--- src/rtl/perf_pkg.sv ---
package perf_pkg;
  // Event slot indices; each index equals the source code that selects it.
  localparam int EV_OFF    = 0;
  localparam int EV_CYCLE  = 1;
  localparam int EV_ABUSY  = 2;
  localparam int EV_ALOSS  = 3;
  localparam int EV_ANOP   = 4;
  localparam int EV_TRAP0  = 5;
  localparam int EV_DLOSS  = 9;
  localparam int EV_DNOP   = 10;
  localparam int EV_DBG0   = 11;
  localparam int NUM_TRAP  = 4;
  localparam int NUM_CPU   = 2;
  localparam int EVT_N     = 13;
endpackage

--- src/rtl/perf_evt_decode.sv ---
module perf_evt_decode
  import perf_pkg::*;
#(
  parameter int REQ_N = 4
) (
  input  logic                clk,
  input  logic                rst_n,
  input  logic                addr_busy,
  input  logic [REQ_N-1:0]    addr_req,
  input  logic                addr_gnt,
  input  logic                addr_nop,
  input  logic [REQ_N-1:0]    data_req,
  input  logic                data_gnt,
  input  logic                data_nop,
  input  logic [NUM_TRAP-1:0] trap_hit,
  input  logic [NUM_CPU-1:0]  cpu_dbg,
  output logic [EVT_N-1:0]    evt
);
  logic [NUM_CPU-1:0] dbg_q;

  // previous debug levels, for edge detection
  always_ff @(posedge clk or negedge rst_n) begin
    if (!rst_n) dbg_q <= '0;
    else        dbg_q <= cpu_dbg;
  end

  always_comb begin
    evt = '0;
    evt[EV_OFF]   = 1'b0;
    evt[EV_CYCLE] = 1'b1;
    evt[EV_ABUSY] = addr_busy;
    evt[EV_ALOSS] = ($countones(addr_req) >= 2);
    evt[EV_ANOP]  = addr_gnt & addr_nop;
    evt[EV_TRAP0 +: NUM_TRAP] = trap_hit;
    evt[EV_DLOSS] = ($countones(data_req) >= 2);
    evt[EV_DNOP]  = data_gnt & data_nop;
    evt[EV_DBG0 +: NUM_CPU] = cpu_dbg & ~dbg_q;
  end

  // a held debug level yields one event, never two in a row
  a_r9_dbg0_single: assert property (@(posedge clk) disable iff (!rst_n)
    evt[EV_DBG0] |=> !evt[EV_DBG0]);
  a_r9_dbg1_single: assert property (@(posedge clk) disable iff (!rst_n)
    evt[EV_DBG0+1] |=> !evt[EV_DBG0+1]);
endmodule

--- src/rtl/perf_counter.sv ---
module perf_counter #(
  parameter int CNT_W = 40,
  parameter int SEL_W = 8,
  parameter int EVT_N = 13
) (
  input  logic             clk,
  input  logic             rst_n,
  input  logic [EVT_N-1:0] evt,
  input  logic [SEL_W-1:0] sel,
  input  logic             run,
  input  logic             clr,
  input  logic             wr,
  input  logic [CNT_W:0]   wdata,
  output logic [CNT_W-1:0] cnt,
  output logic             ovf,
  output logic             hit
);
  localparam int IDX_W = $clog2(EVT_N);
  localparam logic [CNT_W-1:0] PRE_MAX = {{(CNT_W-1){1'b1}}, 1'b0};

  logic [CNT_W-1:0] cnt_q, cnt_d;
  logic             ovf_q, ovf_d;
  logic             sel_evt, inc, at_max, ld;

  always_comb begin
    sel_evt = 1'b0;
    if (sel < SEL_W'(EVT_N)) sel_evt = evt[sel[IDX_W-1:0]];
  end

  assign at_max = &cnt_q;
  assign inc    = run & sel_evt & ~clr & ~wr;
  assign hit    = inc & (at_max | (cnt_q == PRE_MAX));
  assign ld     = clr | wr | inc;

  always_comb begin
    cnt_d = cnt_q;
    ovf_d = ovf_q;
    if (clr) begin
      cnt_d = '0;
      ovf_d = 1'b0;
    end else if (wr) begin
      cnt_d = wdata[CNT_W-1:0];
      ovf_d = wdata[CNT_W];
    end else if (inc) begin
      cnt_d = cnt_q + 1'b1;
      ovf_d = ovf_q | at_max;
    end
  end

  always_ff @(posedge clk or negedge rst_n) begin
    if (!rst_n) begin
      cnt_q <= '0;
      ovf_q <= 1'b0;
    end else if (ld) begin
      cnt_q <= cnt_d;
      ovf_q <= ovf_d;
    end
  end

  assign cnt = cnt_q;
  assign ovf = ovf_q;

  // clear leaves a zero count and flag
  a_r3_clear_wins: assert property (@(posedge clk) disable iff (!rst_n)
    clr |=> (cnt_q == '0 && !ovf_q));
  // stopped counter holds unless software writes it
  a_r4_hold_stopped: assert property (@(posedge clk) disable iff (!rst_n)
    (!run && !clr && !wr) |=> $stable(cnt_q));
  // overflow flag is sticky
  a_r11_ovf_sticky: assert property (@(posedge clk) disable iff (!rst_n)
    (ovf_q && !clr && !wr) |=> ovf_q);
  // increment at all ones wraps to zero with the flag set
  a_r11_wrap: assert property (@(posedge clk) disable iff (!rst_n)
    (inc && at_max) |=> (cnt_q == '0 && ovf_q));
endmodule

--- src/rtl/perf_event_bank.sv ---
module perf_event_bank
  import perf_pkg::*;
#(
  parameter int CNT_W   = 40,
  parameter int SEL_W   = 8,
  parameter int NUM_CNT = 4,
  parameter int REQ_N   = 4,
  parameter int ADDR_W  = 3,
  parameter int REG_W   = 64
) (
  input  logic                clk,
  input  logic                rst_n,
  input  logic                reg_wr,
  input  logic [ADDR_W-1:0]   reg_addr,
  input  logic [REG_W-1:0]    reg_wdata,
  output logic [REG_W-1:0]    reg_rdata,
  input  logic                addr_busy,
  input  logic [REQ_N-1:0]    addr_req,
  input  logic                addr_gnt,
  input  logic                addr_nop,
  input  logic [REQ_N-1:0]    data_req,
  input  logic                data_gnt,
  input  logic                data_nop,
  input  logic [NUM_TRAP-1:0] trap_hit,
  input  logic [NUM_CPU-1:0]  cpu_dbg
);
  localparam int CLR_BIT  = NUM_CNT * SEL_W;
  localparam int EN_BIT   = CLR_BIT + 1;
  localparam int CFG_ADDR = 0;
  localparam int CNT_BASE = 4;

  logic                rst_meta, rst_sync_n;
  logic [EVT_N-1:0]    evt;
  logic [SEL_W-1:0]    sel_q [NUM_CNT];
  logic                en_q, en_d, en_ld;
  logic                cfg_wr, clr;
  logic [NUM_CNT-1:0]  cnt_wr, hit_w, ovf_w;
  logic [CNT_W-1:0]    cnt_w [NUM_CNT];
  logic                unused_wdata;

  assign unused_wdata = ^reg_wdata[REG_W-1:EN_BIT+1];

  // asynchronous assertion, synchronous release
  always_ff @(posedge clk or negedge rst_n) begin
    if (!rst_n) {rst_sync_n, rst_meta} <= 2'b00;
    else        {rst_sync_n, rst_meta} <= {rst_meta, 1'b1};
  end

  assign cfg_wr = reg_wr && (reg_addr == ADDR_W'(CFG_ADDR));
  assign clr    = cfg_wr && reg_wdata[CLR_BIT];

  perf_evt_decode #(.REQ_N(REQ_N)) evt_i (
    .clk(clk), .rst_n(rst_sync_n),
    .addr_busy(addr_busy), .addr_req(addr_req), .addr_gnt(addr_gnt), .addr_nop(addr_nop),
    .data_req(data_req), .data_gnt(data_gnt), .data_nop(data_nop),
    .trap_hit(trap_hit), .cpu_dbg(cpu_dbg), .evt(evt)
  );

  for (genvar g = 0; g < NUM_CNT; g++) begin : g_cnt
    assign cnt_wr[g] = reg_wr && (reg_addr == ADDR_W'(CNT_BASE + g));
    perf_counter #(.CNT_W(CNT_W), .SEL_W(SEL_W), .EVT_N(EVT_N)) cnt_i (
      .clk(clk), .rst_n(rst_sync_n), .evt(evt), .sel(sel_q[g]),
      .run(en_q), .clr(clr), .wr(cnt_wr[g]), .wdata(reg_wdata[CNT_W:0]),
      .cnt(cnt_w[g]), .ovf(ovf_w[g]), .hit(hit_w[g])
    );
  end

  // source fields
  always_ff @(posedge clk or negedge rst_sync_n) begin
    if (!rst_sync_n) begin
      for (int i = 0; i < NUM_CNT; i++) sel_q[i] <= '0;
    end else if (cfg_wr) begin
      for (int i = 0; i < NUM_CNT; i++) sel_q[i] <= reg_wdata[i*SEL_W +: SEL_W];
    end
  end

  // global enable: hardware stop beats a software write
  always_comb begin
    en_ld = cfg_wr | (|hit_w);
    en_d  = (|hit_w) ? 1'b0 : reg_wdata[EN_BIT];
  end

  always_ff @(posedge clk or negedge rst_sync_n) begin
    if (!rst_sync_n)  en_q <= 1'b0;
    else if (en_ld)   en_q <= en_d;
  end

  always_comb begin
    reg_rdata = '0;
    if (reg_addr == ADDR_W'(CFG_ADDR)) begin
      reg_rdata[EN_BIT] = en_q;
      for (int i = 0; i < NUM_CNT; i++) reg_rdata[i*SEL_W +: SEL_W] = sel_q[i];
    end
    for (int i = 0; i < NUM_CNT; i++) begin
      if (reg_addr == ADDR_W'(CNT_BASE + i)) reg_rdata[CNT_W:0] = {ovf_w[i], cnt_w[i]};
    end
  end

  // any counter reaching the top stops the bank
  a_r10_stop: assert property (@(posedge clk) disable iff (!rst_sync_n)
    (|hit_w) |=> !en_q);
  // clear bit and reserved field read as zero
  a_r2_cfg_read: assert property (@(posedge clk) disable iff (!rst_sync_n)
    (reg_addr == ADDR_W'(CFG_ADDR)) |-> (reg_rdata[REG_W-1:EN_BIT+1] == '0 && !reg_rdata[CLR_BIT]));
  // counter reads keep the upper bits zero
  a_r12_upper_zero: assert property (@(posedge clk) disable iff (!rst_sync_n)
    (reg_addr >= ADDR_W'(CNT_BASE)) |-> (reg_rdata[REG_W-1:CNT_W+1] == '0));
endmodule

--- config.mk ---
export PLATFORM = sky130hd
export DESIGN_NAME = perf_event_bank
export DESIGN_NICKNAME = d
export VERILOG_FILES = /design/src/rtl/perf_pkg.sv /design/src/rtl/perf_evt_decode.sv /design/src/rtl/perf_counter.sv /design/src/rtl/perf_event_bank.sv
export SDC_FILE = /design/constraint.sdc
export NUM_CORES = 1
export LEC_CHECK = 0
export BUFFER_PORTS_ARGS = -buffer_cell sky130_fd_sc_hd__buf_2
export CORE_MARGIN = 5
export CORE_UTILIZATION = 25
export CTS_CLUSTER_SIZE = 14
export DETAILED_ROUTE_END_ITERATION = 6
export PLACE_DENSITY = 0.37
export RECOVER_POWER = 25
export SYNTH_ARGS = -nofsm -noshare
export SYNTH_HDL_FRONTEND = slang
export SYNTH_HIERARCHICAL = 1
export SYNTH_SLANG_ARGS = --single-unit
--- constraint.sdc ---
create_clock -name clk -period 12.42 [get_ports clk]
set_clock_uncertainty 0.15 [all_clocks]
set_input_delay 2.484 -clock clk [delete_from_list [all_inputs] [get_ports clk]]
set_output_delay 2.484 -clock clk [all_outputs]
set_load 0.005 [all_outputs]
==> flow_summary.json, run 1 <==
{
  "clkTransAtPathRegs_ns": 0.06,
  "cap_violations": 3,
  "period_needed_ns": 7.463,
  "path_cells": "buf_2 -> buf_4 -> and2_1 -> buf_4 -> a22oi_1 -> o221ai_1 -> buf_2",
  "seq_area_frac_synth": 0.3334,
  "globalplace.congestion": 0.9192,
  "ant_nets": 0,
  "grt_pass1_vias": 14510,
  "status": "finished, violations left",
  "path_buf_inv": 4,
  "synth_seq_cells": 201,
  "crit_family": "buffers and inverters",
  "start_util": 0.2514,
  "layout_common_cells": "dfrtp_1, o21ai_0, nand3_1",
  "drtIter0Drc": 1478,
  "max_slew_margin": -1.217,
  "post_cts_buffers": 0,
  "cp_max_fo": 50,
  "fillers": 6380,
  "cpPeakStageDelay_ns": 0.61,
  "grt_pass1_wl_mm": 109.5,
  "crit_type": "in2out",
  "layout_commonest_cell": "dfrtp_1",
  "syn_area_per_cell_um2": 8.520,
  "cts_made_buffers": 29,
  "cts_hold_buf": 0,
  "die_w_um": 255.7,
  "end_kind": "primary output",
  "die_area_um2": 65370,
  "violations": "max-capacitance violations, max-slew violations",
  "finalCritPeriodShare": 0.6009,
  "drc": 0,
  "cts-root-buf": "clkbuf_16",
  "routed_via_density": 6.046,
  "drive_gt1_frac": 0.1396,
  "clock_latency_ns": 0.58,
  "ys_types": 82,
  "crit_arrival_ns": 4.83,
  "htree_levels": 1,
  "clk_path_buf_depth": 3,
  "drv_slew": 155,
  "synth_edf_count": 0,
  "finalNonFillerCells": 2603,
  "ff2ff_setup_slack_ns": 7.04,
  "placed_cells": 2550,
  "io_buffer_count": 106,
  "hold_path.class": "reg2reg",
  "worstMarginPinSlew_ns": 3.325,
  "max_freq_mhz": 134.0,
  "synth_flop_cell": "dfrtp_1",
  "hold_viol": 0,
  "setup-violations-final": 0,
  "antenna_found_initial": 2,
  "wire_per_inst_um": 29.56,
  "area.growth.synth_to_final_pct": 12.97,
  "worst_ep_required_time_ns": 9.79,
  "startpoint_type": "primary input",
  "rsz0062_at_grt": "no",
  "pwr_density_cell_nw_per_um2": 140.1,
  "clock_sinks": 201,
  "syn_area_um2": 15090,
  "grt_overflow": 0,
  "hpwl_mm": 57.49,
  "pin_count": 153,
  "rows": 90,
  "core_area_um2": 60020,
  "fin_tns_setup_ns": 0,
  "routed_wl_mm": 76.94,
  "slowest_stage": "o221ai_1",
  "cts_tree": "done",
  "grt_max_degree": 68,
  "drtPass1Iterations": 6,
  "die_h_um": 255.7,
  "gr-usage-all-layers": 0.2216,
  "leakage_nw": 6.224,
  "synth_warnings": 6,
  "async_flop_share": 1.000,
  "synthCells": 1771,
  "vias": 15740,
  "max-vdd-ir-drop_mv": 0.09848,
  "cts_resized": 0,
  "final_nets": 1898
}
[synth_stat cells, types with 23 or more instances]
| library cell | n | share of area |
|---|---|---|
| nand2_1 | 94 | 0.023 |
| o21ai_0 | 111 | 0.037 |
| clkbuf_1 | 87 | 0.022 |
| dfrtp_1 | 201 | 0.33 |
| nand3_1 | 108 | 0.036 |
| inv_1 | 54 | 0.013 |
| a211oi_1 | 27 | 0.013 |
| or3_1 | 25 | 0.010 |
| o211ai_1 | 47 | 0.023 |
| and3_1 | 44 | 0.018 |
| o221ai_1 | 32 | 0.019 |
| a21oi_1 | 81 | 0.027 |
| o311ai_0 | 23 | 0.013 |
| nand4_1 | 80 | 0.033 |
| nor3_1 | 58 | 0.019 |
| mux2i_1 | 54 | 0.036 |
| nor4_1 | 70 | 0.029 |
| buf_4 | 31 | 0.015 |
| buf_2 | 31 | 0.010 |
| mux2_2 | 32 | 0.024 |
| nor2_1 | 110 | 0.027 |
| a22oi_1 | 51 | 0.025 |
[cell type report]
class / instances / area [um^2] / area share
Antenna cell: 2 / 5.005 / 0.0002936
Clock buffer: 41 / 850.8 / 0.04992
Clock inverter: 10 / 53.80 / 0.003156
Inverter: 57 / 214.0 / 0.01255
Multi-Input combinational cell: 1371 / 9141 / 0.5363
Sequential cell: 201 / 5030 / 0.2951
Tap cell: 782 / 978.4 / 0.05740
Timing Repair Buffer: 139 / 772.0 / 0.04529
[kinds of logic after synthesis]
kind of cell	count (synthesis)	share of synthesized area
buffers and inverters	221	0.06924
XOR/XNOR	16	0.009287
AND/OR/NAND/NOR	707	0.2599
other	4	0.0009948
AO/OA/AOI/OAI	510	0.2343
flip-flops	201	0.3334
adder cells (fa/ha/maj)	10	0.009288
multiplexers	102	0.08359
[state kept, by name, summed over array words and instances, names as in the netlist]
name,cells
g_cnt.cnt_i/cnt,160
sel_q,32
g_cnt.cnt_i/ovf,4
evt_i/dbg_q,2
en_q,1
rst_meta,1
rst_sync_n,1
[through the flow]
step | util | setup slack (ns) | instance area [um^2] | power, mW | hold slack, ns
3_3_place_gp | 0.2690 | 5.013 | 16150 | 1.566 | 0.1832
3_5_place_dp | 0.2690 | 5.017 | 16150 | 1.575 | 0.1881
6_report | 0.2840 | 4.957 | 17050 | 2.388 | 0.1995
2_1_floorplan | - | 6.254 | 15170 | 1.288 | 0.1812
5_1_grt | 0.2839 | 4.921 | 17040 | 2.503 | 0.2088
4_1_cts | 0.2841 | 5.008 | 17050 | 2.401 | 0.2027
[where the power goes]
part           leakage [nW]  total [mW]  switching, mW  internal [mW]
clock network         0.459       0.813          0.342          0.471
logic                  3.30       0.540          0.324          0.216
registers              2.46        1.03          0.269          0.766
total                  6.22        2.39          0.935           1.45
[path summary, 6_finish.rpt]
| kind | depth (start not counted) | to | from |
|---|---|---|---|
| setup / recovery | 7 | reg_rdata[14] | reg_addr[0] |
| hold / removal | 0 | rst_sync_n | rst_meta |
| setup reg to reg | 2 | sel_q[3] | rst_sync_n |
| hold reg to reg | 0 | rst_sync_n | rst_meta |
| max in group asynchronous | 2 | sel_q[3] | rst_sync_n |
| min in group asynchronous | 0 | evt_i/dbg_q[0] | rst_sync_n |
[per-layer routing]
layer	GRT usage	vias up	wire, um
met1	0.3249	8108	35980
met2	0.3545	598	35330
met4	0.04348	0	1647
met3	0.02565	79	3983
li1	-	6953	-
met5	0	-	0
Power figures use the tool's default switching activity.
==> inputs of run 2 (changes only) <==
--- a/config.mk
+++ b/config.mk
@@ -10,7 +10,7 @@
 export CORE_UTILIZATION = 25
 export CTS_CLUSTER_SIZE = 14
 export DETAILED_ROUTE_END_ITERATION = 6
-export PLACE_DENSITY = 0.37
+export PLACE_DENSITY = 0.39
 export RECOVER_POWER = 25
 export SYNTH_ARGS = -nofsm -noshare
 export SYNTH_HDL_FRONTEND = slang
==> constraint.sdc (replaced) <==
create_clock -name clk -period 6.7 [get_ports clk]
set_clock_uncertainty 0.15 [all_clocks]
set_input_delay 1.34 -clock clk [delete_from_list [all_inputs] [get_ports clk]]
set_output_delay 1.34 -clock clk [all_outputs]
set_load 0.005 [all_outputs]
==> flow_summary.json, run 2 (synthesized netlist as in run 1, its figures left out) <==
{
  "status": "finished, violations left",
  "violations": "max-capacitance violations, max-slew violations",
  "fillers": 6398,
  "clock_sinks": 201,
  "ant_nets": 0,
  "clkTransAtPathRegs_ns": 0.05,
  "hpwl_mm": 56.09,
  "die_w_um": 255.7,
  "routed_wl_mm": 74.51,
  "cpPeakStageDelay_ns": 0.95,
  "cap_violations": 2,
  "grt_use_met2": 0.3426,
  "vias": 15710,
  "grt-busiest-layer": "met2",
  "holdWs_ns": 0.2054,
  "htree_levels": 1,
  "grt_max_degree": 156,
  "pwr_density_cell_nw_per_um2": 257.5,
  "slowest_stage": "nand2b_1",
  "fin_tns_setup_ns": 0,
  "io_buffer_count": 106,
  "grt_pass1_wl_mm": 107.9,
  "drc": 0,
  "die_area_um2": 65370,
  "worstReg2RegStart": "rst_sync_n",
  "rsz0062_at_grt": "no",
  "crit_type": "in2out",
  "seq_area_um2": 5030,
  "worstMarginPinSlew_ns": 2.537,
  "routed_via_density": 6.031,
  "use_met3": 0.02328,
  "hold_path.class": "reg2reg",
  "cts-root-buf": "clkbuf_16",
  "hold_viol": 0,
  "grt_overflow": 0,
  "die_h_um": 255.7,
  "wire_per_inst_um": 28.61,
  "final_nets": 1901,
  "clk_path_buf_depth": 3,
  "finalNonFillerCells": 2604,
  "cts_tree": "done",
  "cts_hold_buf": 0,
  "cts_resized": 0,
  "crit_arrival_ns": 3.47,
  "drv_slew": 202,
  "layout_common_cells": "dfrtp_1, o21ai_0, nand3_1",
  "start_util": 0.2514,
  "min-delay-start": "rst_meta",
  "rows": 90,
  "largest_reg_flops": 160,
  "multi_input_area_um2": 9141,
  "setup-violations-final": 0,
  "placed_cells": 2553,
  "max_freq_mhz": 201.6,
  "crit_family": "simple AND/OR/NAND/NOR gates",
  "p_total_mw": 4.396,
  "drtPass1Iterations": 5,
  "fin_util": 0.2844,
  "max-vdd-ir-drop_mv": 0.1832,
  "cts_made_buffers": 29,
  "period_needed_ns": 4.960,
  "end_kind": "primary output",
  "path_cells": "buf_2 -> nand2b_1 -> o221ai_1 -> buf_2",
  "worst_ep_required_time_ns": 5.21,
  "leakage_nw": 6.228,
  "area.growth.synth_to_final_pct": 13.14,
  "cp_max_fo": 23,
  "core_area_um2": 60020,
  "globalplace.congestion": 0.9768,
  "layout_commonest_cell": "dfrtp_1",
  "startpoint_type": "primary input",
  "post_cts_buffers": 0,
  "finalCritPeriodShare": 0.7403,
  "grt_pass1_vias": 14420,
  "crit_top_cell": "buf_2",
  "antenna_found_initial": 5,
  "clock_latency_ns": 0.58,
  "gr-usage-all-layers": 0.2171,
  "pin_count": 153,
  "path_buf_inv": 2,
  "critPathLaunch": "reg_addr[0]",
  "drive_gt1_frac": 0.1379,
  "max_slew_margin": -0.6915,
  "drtIter0Drc": 1632,
  "met1_usage": 0.3231
}
[run 2: changes by cell type in the layout (fill, tap and decap cells not counted)]
cell	previous run	this run
clkbuf_8	8	10
clkbuf_4	0	1
buf_4	32	36
clkbuf_1	7	11
buf_2	104	102
clkinv_2	9	2
inv_6	1	0
[run 2: worst paths after layout]
check                                          to  depth (start not counted)  slack (ns)
setup / recovery                     reg_rdata[4]                          4        1.74
hold / removal                         rst_sync_n                          0        0.21
setup reg to reg           g_cnt[0].cnt_i/cnt[32]                          1        2.14
hold reg to reg                        rst_sync_n                          0        0.21
max in group asynchronous  g_cnt[0].cnt_i/cnt[32]                          1        2.14
min in group asynchronous                rst_meta                          1        0.39
[run 2: routing by layer]
layer  routed length, um  vias up  share of wire
li1                    -     6976              -
met1               33960     7993           0.46
met2               34190      657           0.46
met3                4826       80          0.065
met4                1524        0          0.020
met5                   0        -              0
[run 2: final cells by class]
class,instances,share of cell area
flip-flops and latches,201,0.2946
repair buffers,142,0.04683
clock buffers,47,0.05233
multi-input cells,1371,0.5355
clock inverters,2,0.0005863
diodes,2,0.0002932
inverters,57,0.01253
well taps,782,0.05731
[run 2: per-stage QoR]
stage               worst slack, ns  instance area (um^2)
finish                        1.740                 17070
global route                  1.287                 17070
CTS                           1.743                 17090
detailed placement            1.521                 16180
global placement              1.555                 16180
floorplan                    0.5342                 15170
[run 2: where the power goes]
| part | total [mW] | internal [mW] | switching (mW) | leakage, nW |
|---|---|---|---|---|
| clock network | 1.51 | 0.894 | 0.619 | 0.447 |
| registers | 1.87 | 1.42 | 0.446 | 2.46 |
| logic | 1.02 | 0.403 | 0.612 | 3.32 |
